File: src/rtl/synth_cfg_pkg.sv
package synth_cfg_pkg;
  localparam int M_W     = 9;
  localparam int N_W     = 2;
  localparam int T_W     = 3;
  localparam int FRAME_W = T_W + N_W + M_W;
  localparam int M_LSB   = 0;
  localparam int N_LSB   = M_W;
  localparam int T_LSB   = M_W + N_W;

  typedef struct packed {
    logic shiftEn;   // shift one serial bit in this cycle
    logic loadPins;  // copy parallel pins into active values
    logic loadShift; // copy (possibly just-shifted) frame into active values
  } cfgStrobe_t;
endpackage

File: src/rtl/synth_cfg_sync.sv
module synth_cfg_sync #(
  parameter int              WIDTH   = 1,
  parameter int              STAGES  = 2,
  parameter logic [WIDTH-1:0] RST_VAL = '0
) (
  input  logic             clk,
  input  logic             rstN,
  input  logic [WIDTH-1:0] din,
  output logic [WIDTH-1:0] dout
);
  logic [WIDTH-1:0] stage [STAGES];

  always_ff @(posedge clk or negedge rstN) begin
    if (!rstN) begin
      for (int i = 0; i < STAGES; i++) stage[i] <= RST_VAL;
    end else begin
      stage[0] <= din;
      for (int i = 1; i < STAGES; i++) stage[i] <= stage[i-1];
    end
  end

  assign dout = stage[STAGES-1];
endmodule

File: src/rtl/synth_cfg_ctrl.sv
module synth_cfg_ctrl
  import synth_cfg_pkg::*;
(
  input  logic       clk,
  input  logic       rstN,
  input  logic       pLoadNSync,
  input  logic       sClkSync,
  input  logic       sLoadSync,
  output cfgStrobe_t strobe
);
  logic pLoadPrev, sClkPrev, sLoadPrev;
  logic pRise, sClkRise, sLoadRise;

  always_ff @(posedge clk or negedge rstN) begin
    if (!rstN) begin
      pLoadPrev <= 1'b1;
      sClkPrev  <= 1'b0;
      sLoadPrev <= 1'b0;
    end else begin
      pLoadPrev <= pLoadNSync;
      sClkPrev  <= sClkSync;
      sLoadPrev <= sLoadSync;
    end
  end

  assign pRise     = pLoadNSync & ~pLoadPrev;
  assign sClkRise  = sClkSync & ~sClkPrev;
  assign sLoadRise = sLoadSync & ~sLoadPrev;

  always_comb begin
    strobe           = '0;
    strobe.shiftEn   = pLoadNSync & sClkRise;
    strobe.loadPins  = ~pLoadNSync | pRise;
    strobe.loadShift = pLoadNSync & ~pRise & (sLoadRise | (sLoadSync & sClkRise));
  end


  pin_mode_no_shift_chk: assert property (@(posedge clk) disable iff (!rstN)
    !pLoadNSync |-> !strobe.shiftEn && !strobe.loadShift);
endmodule

File: src/rtl/synth_cfg_datapath.sv
module synth_cfg_datapath
  import synth_cfg_pkg::*;
(
  input  logic           clk,
  input  logic           rstN,
  input  cfgStrobe_t     strobe,
  input  logic           sDataSync,
  input  logic [M_W-1:0] mPinsSync,
  input  logic [N_W-1:0] nPinsSync,
  output logic [M_W-1:0] mActive,
  output logic [N_W-1:0] nActive,
  output logic [T_W-1:0] tActive,
  output logic           sOut
);
  logic [FRAME_W-1:0] shiftReg, shiftNext, srcFrame;

  assign shiftNext = {shiftReg[FRAME_W-2:0], sDataSync};
  assign srcFrame  = strobe.shiftEn ? shiftNext : shiftReg;

  always_ff @(posedge clk or negedge rstN) begin
    if (!rstN)               shiftReg <= '0;
    else if (strobe.shiftEn) shiftReg <= shiftNext;
  end

  always_ff @(posedge clk or negedge rstN) begin
    if (!rstN) begin
      mActive <= '1;
      nActive <= '1;
      tActive <= '0;
    end else if (strobe.loadPins) begin
      mActive <= mPinsSync;
      nActive <= nPinsSync;
      tActive <= '0;
    end else if (strobe.loadShift) begin
      mActive <= srcFrame[M_LSB +: M_W];
      nActive <= srcFrame[N_LSB +: N_W];
      tActive <= srcFrame[T_LSB +: T_W];
    end
  end

  assign sOut = shiftReg[FRAME_W-1];


  pin_mode_test_zero_chk: assert property (@(posedge clk) disable iff (!rstN)
    strobe.loadPins |=> tActive == '0);

  shift_hold_chk: assert property (@(posedge clk) disable iff (!rstN)
    !strobe.shiftEn |=> $stable(shiftReg));

  active_hold_chk: assert property (@(posedge clk) disable iff (!rstN)
    !strobe.loadPins && !strobe.loadShift |=> $stable({mActive, nActive, tActive}));

  readback_chk: assert property (@(posedge clk) disable iff (!rstN)
    strobe.shiftEn |=> sOut == $past(shiftReg[FRAME_W-2]));
endmodule

File: src/rtl/synth_cfg_port.sv
module synth_cfg_port
  import synth_cfg_pkg::*;
#(
  parameter int SYNC_STAGES = 2
) (
  input  logic       clk,
  input  logic       rstN,
  input  logic       pLoadN,
  input  logic [8:0] mPins,
  input  logic [1:0] nPins,
  input  logic       sClk,
  input  logic       sData,
  input  logic       sLoad,
  output logic [8:0] mActive,
  output logic [1:0] nActive,
  output logic [2:0] tActive,
  output logic       sOut
);
  localparam int DATA_W = 1 + M_W + N_W;

  logic [2:0]        ctlSync;
  logic [DATA_W-1:0] dataSync;
  cfgStrobe_t        strobe;

  synth_cfg_sync #(.WIDTH(3), .STAGES(SYNC_STAGES), .RST_VAL(3'b100)) uSyncCtl (
    .clk(clk), .rstN(rstN), .din({pLoadN, sClk, sLoad}), .dout(ctlSync));

  synth_cfg_sync #(.WIDTH(DATA_W), .STAGES(SYNC_STAGES), .RST_VAL('0)) uSyncData (
    .clk(clk), .rstN(rstN), .din({sData, mPins, nPins}), .dout(dataSync));

  synth_cfg_ctrl uCtrl (
    .clk(clk), .rstN(rstN),
    .pLoadNSync(ctlSync[2]), .sClkSync(ctlSync[1]), .sLoadSync(ctlSync[0]),
    .strobe(strobe));

  synth_cfg_datapath uData (
    .clk(clk), .rstN(rstN), .strobe(strobe),
    .sDataSync(dataSync[DATA_W-1]),
    .mPinsSync(dataSync[N_W +: M_W]),
    .nPinsSync(dataSync[0 +: N_W]),
    .mActive(mActive), .nActive(nActive), .tActive(tActive), .sOut(sOut));
endmodule

File: config.mk
export PLATFORM = sky130hd
export DESIGN_NAME = synth_cfg_port
export DESIGN_NICKNAME = d
export VERILOG_FILES = /design/src/rtl/synth_cfg_pkg.sv /design/src/rtl/synth_cfg_sync.sv /design/src/rtl/synth_cfg_ctrl.sv /design/src/rtl/synth_cfg_datapath.sv /design/src/rtl/synth_cfg_port.sv
export SDC_FILE = /design/constraint.sdc
export NUM_CORES = 1
export LEC_CHECK = 0
export ABC_CLOCK_PERIOD_IN_PS = 1850
export CAP_MARGIN = 20
export CORE_MARGIN = 2
export CORE_UTILIZATION = 50
export DETAILED_ROUTE_END_ITERATION = 8
export GPL_TIMING_DRIVEN = 0
export PLACE_DENSITY = 0.75
export SLEW_MARGIN = 15
export SYNTH_ARGS = -nofsm -noshare
export SYNTH_HDL_FRONTEND = slang
export SYNTH_SLANG_ARGS = --single-unit
File: constraint.sdc
create_clock -name clk -period 1.85 [get_ports clk]
set_input_delay 0.2775 -clock clk [delete_from_list [all_inputs] [get_ports clk]]
set_output_delay 0.2775 -clock clk [all_outputs]
set_load 0.005 [all_outputs]
[Word level (Yosys, flattened, before mapping)]
Cells that the tools add are included.
Word-level totals
  register bits after elaboration: 61
  logic and storage cells: 33
Cells by class
  multiplexer cells: 7
  bitwise operators: 14
  reductions and logical operators: 1
Operators by type and width (count)
  9-bit two-way mux: 2
  14-bit two-way mux: 1
  1-bit AND: 7
  3-bit two-way mux: 2
  1-bit NOT: 5
  2-bit two-way mux: 2
  1-bit bitwise OR: 2
  2-bit nonzero test: 1

[Depth between registers and ports, before layout]
Gate-level depths: netlist of the first run.
  depth in word-level cells: 7
  gate-level depth with buffers: 4
  gate-level depth less buffers: 3

[Modules after synthesis]
Synthesis of the first run repeated with hierarchy kept, for this count alone.
Unflattened totals
  cell total of the unflattened synthesis: 131
  area total of the unflattened synthesis: 2148.3 um2
By module, submodules not included
  synth_cfg_datapath: instances 1, cells an instance 77, area an instance 1167.4 um2, seq. area each 714.4 um2
  synth_cfg_sync at uSyncData: instances 1, cells an instance 36, area an instance 690.7 um2, seq. area each 600.6 um2
  synth_cfg_sync at uSyncCtl: instances 1, cells an instance 9, area an instance 175.2 um2, seq. area each 152.6 um2
  synth_cfg_ctrl: instances 1, cells an instance 9, area an instance 115.1 um2, seq. area each 76.3 um2

[Worst setup path after synthesis of the first run]
No wires, ideal clock.
  path type: register -> register
  start: register uSyncCtl.stage (netlist bit uSyncCtl.dout[2])
  end: register uData.mActive[1]
  data arrival time: 1.247 ns
  data required time: 1.770 ns
  slack: 0.523 ns
  stages on the path, launching flop included: 5
  buffers on the path: 1
  clock period less this slack: 1.327 ns
  cell sequence: dfstp_2 -> nand2_2 -> a221o_1 -> buf_6 -> o221ai_2
Between the ends
  cells in the longest elaborated chain, start to end: 5
RTL lines
  start: declaration: line synth_cfg_sync.sv:11  | logic [WIDTH-1:0] stage [STAGES];
  1-bit AND: line synth_cfg_ctrl.sv:26  | assign pRise = pLoadNSync & ~pLoadPrev;
  1-bit NOT: line synth_cfg_ctrl.sv:34  | strobe.loadShift = pLoadNSync & ~pRise & (sLoadRise | (sLoadSync & sClkRise));
  1-bit AND (2 in series): line synth_cfg_ctrl.sv:34
  2-bit nonzero test (no line)
  end signal: assignment: line synth_cfg_datapath.sv:31  | mActive <= mPinsSync;
  end signal: assignment: line synth_cfg_datapath.sv:35  | mActive <= srcFrame[M_LSB +: M_W];
  end: declaration: line synth_cfg_datapath.sv:10  | output logic [M_W-1:0] mActive,
Several ways; a longest one is shown, not always the timed one. The select of a mux whose other input is x is not followed.
A chain may end at the register's enable or synchronous reset.

[Worst setup path after layout of the first run]
  start: register uData.nActive[0]
  end: output port nActive[0]
RTL lines
  start: declaration: line synth_cfg_datapath.sv:11  | output logic [N_W-1:0] nActive,
  start signal: assignment: line synth_cfg_datapath.sv:32  | nActive <= nPinsSync;
  start signal: assignment: line synth_cfg_datapath.sv:36  | nActive <= srcFrame[N_LSB +: N_W];
  end: declaration: line synth_cfg_port.sv:15  | output logic [1:0] nActive,
No word-level cell between the ends.

==> impl_metrics.ini, run 1 <==
[critical_path]
cpMaxStageDelayCell = dfstp_2
cp.arrival_ps = 1340
crit_chain = clkdlybuf4s50_1
start_kind = flop
crit_family = flip-flops
required_ps = 1570
crit_path_end_kind = output port
cp_max_fo = 2
critPathMaxStageDelay_ps = 530
critPathKind = flop to output port
worst-path-buf-inv = 1

[timing]
hold_slack_ps = 25.4
tightest_slew_ps = 706
skew_ps = 6.74
setup_violations = 0
min_period_over_period_pct = 87.7
drv_slew = 0
setup_slack_ps = 228
finalHoldViolCount = 0
fin_crit_ps = 1620
rsz0062_at_grt = no
slew_headroom_pct = 52.9
fmax_mhz = 617

[clock_tree]
h-tree-depth = 3
clock_latency_ps = 310
post_cts_buffers = 0
cts_tree = yes
clockRootBuffer = clkbuf_8
cts_sinks = 61
cts_resized = 0
clockBufferDepth = 2
path_clk_slew_ps = 60
cts-buffers-inserted = 9
cts-hold-fix-buffers = 0

[logic_synthesis]
ys_types = 17
synth_mux_area_share_pct = 6.70
yosysTopAreaCell = dfrtp_1
synthXorXnorAreaFrac_pct = 0
syn_area_per_cell_um2 = 15.0
syn_inst = 139
synth-seq-cells = 61
synth_edf_count = 0
synth_nets = 156
synth_area_leaders = dfrtp_1 (56%), dfstp_2 (18%), mux2i_1 (6.7%)
yosysMostFrequentCell = dfrtp_1
yosysSeqAreaShare_pct = 73.8
yosysWarnings = 0
synthesis.area_um2 = 2090
synth_simple_gate_area_share_pct = 3.83
synthFlopType = dfrtp_1
synth_compound_area_share_pct = 8.80
synth_top_family_by_area = compound AO/OA/AOI/OAI gates
postSynth.asyncResetShare_pct = 100
synth_fa_ha_area_share_pct = 0
synth_top_cell_area_share_pct = 56.3
ys_top_cells_by_count = dfrtp_1 (47), inv_1 (28), dfstp_2 (14), mux2i_1 (14), nand2_1 (11)

[global_routing]
gr-total-overflow = 0
grtUsageTotal_pct = 17.1
antenna_found_initial = 0
grt_pass1_vias = 1210
grt_max_degree = 62
grt_pass1_wl_mm = 5.62

[routing]
wl_mm = 3.31
ant_nets = 0
vias = 1143
post-route-drc-count = 0
wl_per_cell_um = 14.0
drtIter0Drc = 47
drt-vias-per-instance = 4.84
firstDrtPassIters = 4

[floorplanning]
fp.dieH_um = 68.7
num_rows = 23
core_area_um2 = 4000
die_area_um2 = 4710
initial_core_util_pct = 52.3
io_pins = 32
die_w_um = 68.7

[placed_design]
gp_congestion = 0.755
io_buffer_count = 31
dp_hpwl_mm = 2.27
pre_cts_ws_ps = 366

[pwr]
clkPwrFrac_pct = 38.4
pwr_density_cell_nw_per_um2 = 1150
internal_power_mw = 2.38
p_sw_share_pct = 22.3
power_frac_seq_pct = 51.3
power.leakage_nw = 1.34
p_total_mw = 3.07
power_frac_comb_pct = 10.3
p_sw_mw = 0.686
ir_drop_mv = 1.06

[final_layout]
layout.nets = 198
diodes = 0
syn_to_final_growth_pct = 27.6
drive_above_1_share_pct = 22.6

[flow_run]
drv_cap = 0

[status]
status = finished clean

[worst_hold_path]
hold_class = primary input to asynchronous set/reset pin
[per-layer routing]
layer	vias up	track usage [%]	share of wire, %
li1	536	-	-
met1	582	21.6	43
met2	23	26.6	52
met3	2	6.33	4.5
met4	0	7.50	0.70
met5	-	0	0
[cell families after synthesis]
logic type / after synthesis
AOI/OAI and AO/OA: 16
buffers and inverters: 33
DFF: 61
muxes: 14
and+or+nand+nor: 15
[power groups by stage]
| stage | combinational [mW] | sequential, mW | clock, mW |
|---|---|---|---|
| 2_1_floorplan | 0.175 | 1.58 | 0 |
| 3_3_place_gp | 0.304 | 1.59 | 0 |
| 3_5_place_dp | 0.322 | 1.60 | 0 |
| 4_1_cts | 0.323 | 1.58 | 1.20 |
| 5_1_grt | 0.360 | 1.59 | 1.27 |
| 6_report | 0.315 | 1.58 | 1.18 |
[area by class of cell]
class / count / area, µm²
Buffer: 4 / 33.8
Clock buffer: 15 / 176
Clock inverter: 1 / 30.0
Fill cell: 271 / 1330
Inverter: 29 / 109
Multi-Input combinational cell: 45 / 404
Sequential cell: 61 / 1540
Tap cell: 50 / 62.6
Timing Repair Buffer: 31 / 308
[metrics by stage]
step	TNS, ps	cell area, µm²	util (%)	std cells
after detailed placement	0	2460	61.5	220
after floorplan	0	2090	-	139
after global routing	0	2670	66.7	236
after global placement	-63080	2460	61.6	220
final	0	2670	66.7	236
after CTS	0	2670	66.7	236
[layout by cell type (no fill, tap or decap), types with 3 or more instances in the layout]
cell type	count
dfrtp_1	47
clkdlybuf4s50_1	30
inv_1	28
mux2i_1	14
dfstp_2	14
clkbuf_8	12
nand2_1	11
o221ai_2	7
clkbuf_1	4
o221ai_1	4
o22ai_1	3
[final timing paths]
| check | startpoint | endpoint | slack, ps | depth (start not counted) |
|---|---|---|---|---|
| min | rstN | uSyncData.dout[11] | 30 | 1 |
| min in group clk | uSyncData.stage[18] | uSyncData.dout[6] | 350 | 0 |
| max | uData.nActive[0] | nActive[0] | 230 | 1 |
| min reg2reg | uSyncData.stage[18] | uSyncData.dout[6] | 350 | 0 |
| max in group asynchronous | rstN | uSyncData.stage[21] | 1360 | 1 |
| max reg2reg | uSyncCtl.dout[2] | uData.mActive[6] | 370 | 4 |
[state kept, by name, indices dropped and copies added (netlist names)]
| signal | flops |
|---|---|
| uData.mActive | 9 |
| uSyncCtl.stage | 3 |
| uSyncCtl.dout | 3 |
| uCtrl.sLoadPrev | 1 |
| uSyncData.dout | 12 |
| uCtrl.pLoadPrev | 1 |
| uData.tActive | 3 |
| uCtrl.sClkPrev | 1 |
| uSyncData.stage | 12 |
| uData.shiftReg | 14 |
| uData.nActive | 2 |
No activity file was read; power rests on OpenSTA's default activity.
==> inputs of run 2 (changes only) <==
MAX_ROUTING_LAYER = met4   (was unset)
==> impl_metrics.ini, run 2 (synthesis results as in run 1) <==
[clock_tree]
cts-buffers-inserted = 9
cts_sinks = 61
cts-hold-fix-buffers = 0
clock_latency_ps = 310
clockBufferDepth = 2
cts_resized = 0
path_clk_slew_ps = 60
clockRootBuffer = clkbuf_8
h-tree-depth = 3
cts_tree = yes
post_cts_buffers = 0

[floorplanning]
die_area_um2 = 4710
die_w_um = 68.7
initial_core_util_pct = 52.3
io_pins = 32
fp.dieH_um = 68.7
core_area_um2 = 4000
num_rows = 23

[final_layout]
largest_reg_flops = 14
stdcell_count = 236
diodes = 0
final_common_cell = dfrtp_1
drive_above_1_share_pct = 22.6
syn_to_final_growth_pct = 27.6
regArea_um2 = 1540
fin_util_pct = 66.7
regMostFlops = uData.shiftReg
multi_input_area_um2 = 404
final_cell_mix = dfrtp_1 (47), clkdlybuf4s50_1 (30), inv_1 (28)
layout.nets = 198
nFillCells = 271

[placed_design]
dp_hpwl_mm = 2.27
gp_congestion = 0.765
dp_cells = 220
io_buffer_count = 31

[routing]
ant_nets = 0
drtIter0Drc = 50
wl_mm = 3.32
wl_per_cell_um = 14.1
firstDrtPassIters = 4
drt-vias-per-instance = 4.89
post-route-drc-count = 0
vias = 1155

[pwr]
internal_power_mw = 2.38
power.leakage_nw = 1.34
p_sw_share_pct = 22.4
clkPwrFrac_pct = 38.5
pwr_density_cell_nw_per_um2 = 1150
power_frac_seq_pct = 51.3
power_frac_comb_pct = 10.2
p_sw_mw = 0.689
ir_drop_mv = 1.06

[timing]
setup_violations = 0
tightest_slew_ps = 711
rsz0062_at_grt = no
final.setup.tns_ps = 0
min_period_over_period_pct = 87.7
drv_slew = 0
finalHoldViolCount = 0
slew_headroom_pct = 52.6
fmax_mhz = 616
fin_crit_ps = 1620
hold_slack_ps = 20.3
skew_ps = 6.60

[global_routing]
grt_pass1_vias = 1201
antenna_found_initial = 0
busiest_layer = met2
grt_pass1_wl_mm = 5.62
gr-usage-met2_pct = 26.8
globalRouteMet3Util_pct = 6.01
grt_max_degree = 62
grtUsageTotal_pct = 17.7
global_route.usage.met1_pct = 21.8
gr-total-overflow = 0

[critical_path]
cp_max_fo = 2
crit_path_end_kind = output port
cpMaxStageDelayCell = dfstp_2
start_kind = flop
cp.arrival_ps = 1340
reg2reg_slack_ps = 370
required_ps = 1570
crit_chain = clkdlybuf4s50_1
worst-path-buf-inv = 1
critPathMaxStageDelay_ps = 530
critPathKind = flop to output port
crit_family = flip-flops

[worst_hold_path]
hold_class = primary input to asynchronous set/reset pin

[status]
status = finished clean

[flow_run]
drv_cap = 0
[run 2: cell counts in the layout (fill, tap and decap cells not counted)]
No cell type changed its count.
[run 2: final cells by class]
class                           count  area share [%]
Sequential cell                    61            57.9
Multi-Input combinational cell     45            15.2
Inverter                           29            4.08
Tap cell                           50            2.35
Timing Repair Buffer               31            11.5
Clock inverter                      1            1.13
Clock buffer                       15            6.61
Buffer                              4            1.27
[run 2: routing by layer]
layer	share of wire, %	up-vias
li1	-	536
met4	0.63	0
met2	52	31
met3	4.9	2
met5	0	-
met1	42	586
[run 2: worst paths after layout]
kind | startpoint | to | cells past startpoint
max | uData.nActive[0] | nActive[0] | 1
max in group asynchronous | rstN | uSyncData.stage[21] | 1
max reg2reg | uSyncCtl.dout[2] | uData.mActive[6] | 4
min in group clk | uSyncData.stage[18] | uSyncData.dout[6] | 0
min reg2reg | uSyncData.stage[18] | uSyncData.dout[6] | 0
min | rstN | uSyncData.dout[11] | 1
[run 2: stage by stage]
stage,instance area (µm²),worst slack [ps],power (mW)
global route,2670,174,3.22
detailed placement,2460,366,1.92
CTS,2670,205,3.11
finish,2670,228,3.07
global placement,2460,-1170,1.89
floorplan,2090,523,1.75
[run 2: power by group through the flow]
| stage | Combinational [mW] | Clock, mW | Sequential (mW) |
|---|---|---|---|
| global placement | 0.304 | 0 | 1.59 |
| finish | 0.315 | 1.18 | 1.58 |
| floorplan | 0.175 | 0 | 1.58 |
| global route | 0.360 | 1.27 | 1.59 |
| CTS | 0.323 | 1.20 | 1.58 |
| detailed placement | 0.322 | 0 | 1.60 |
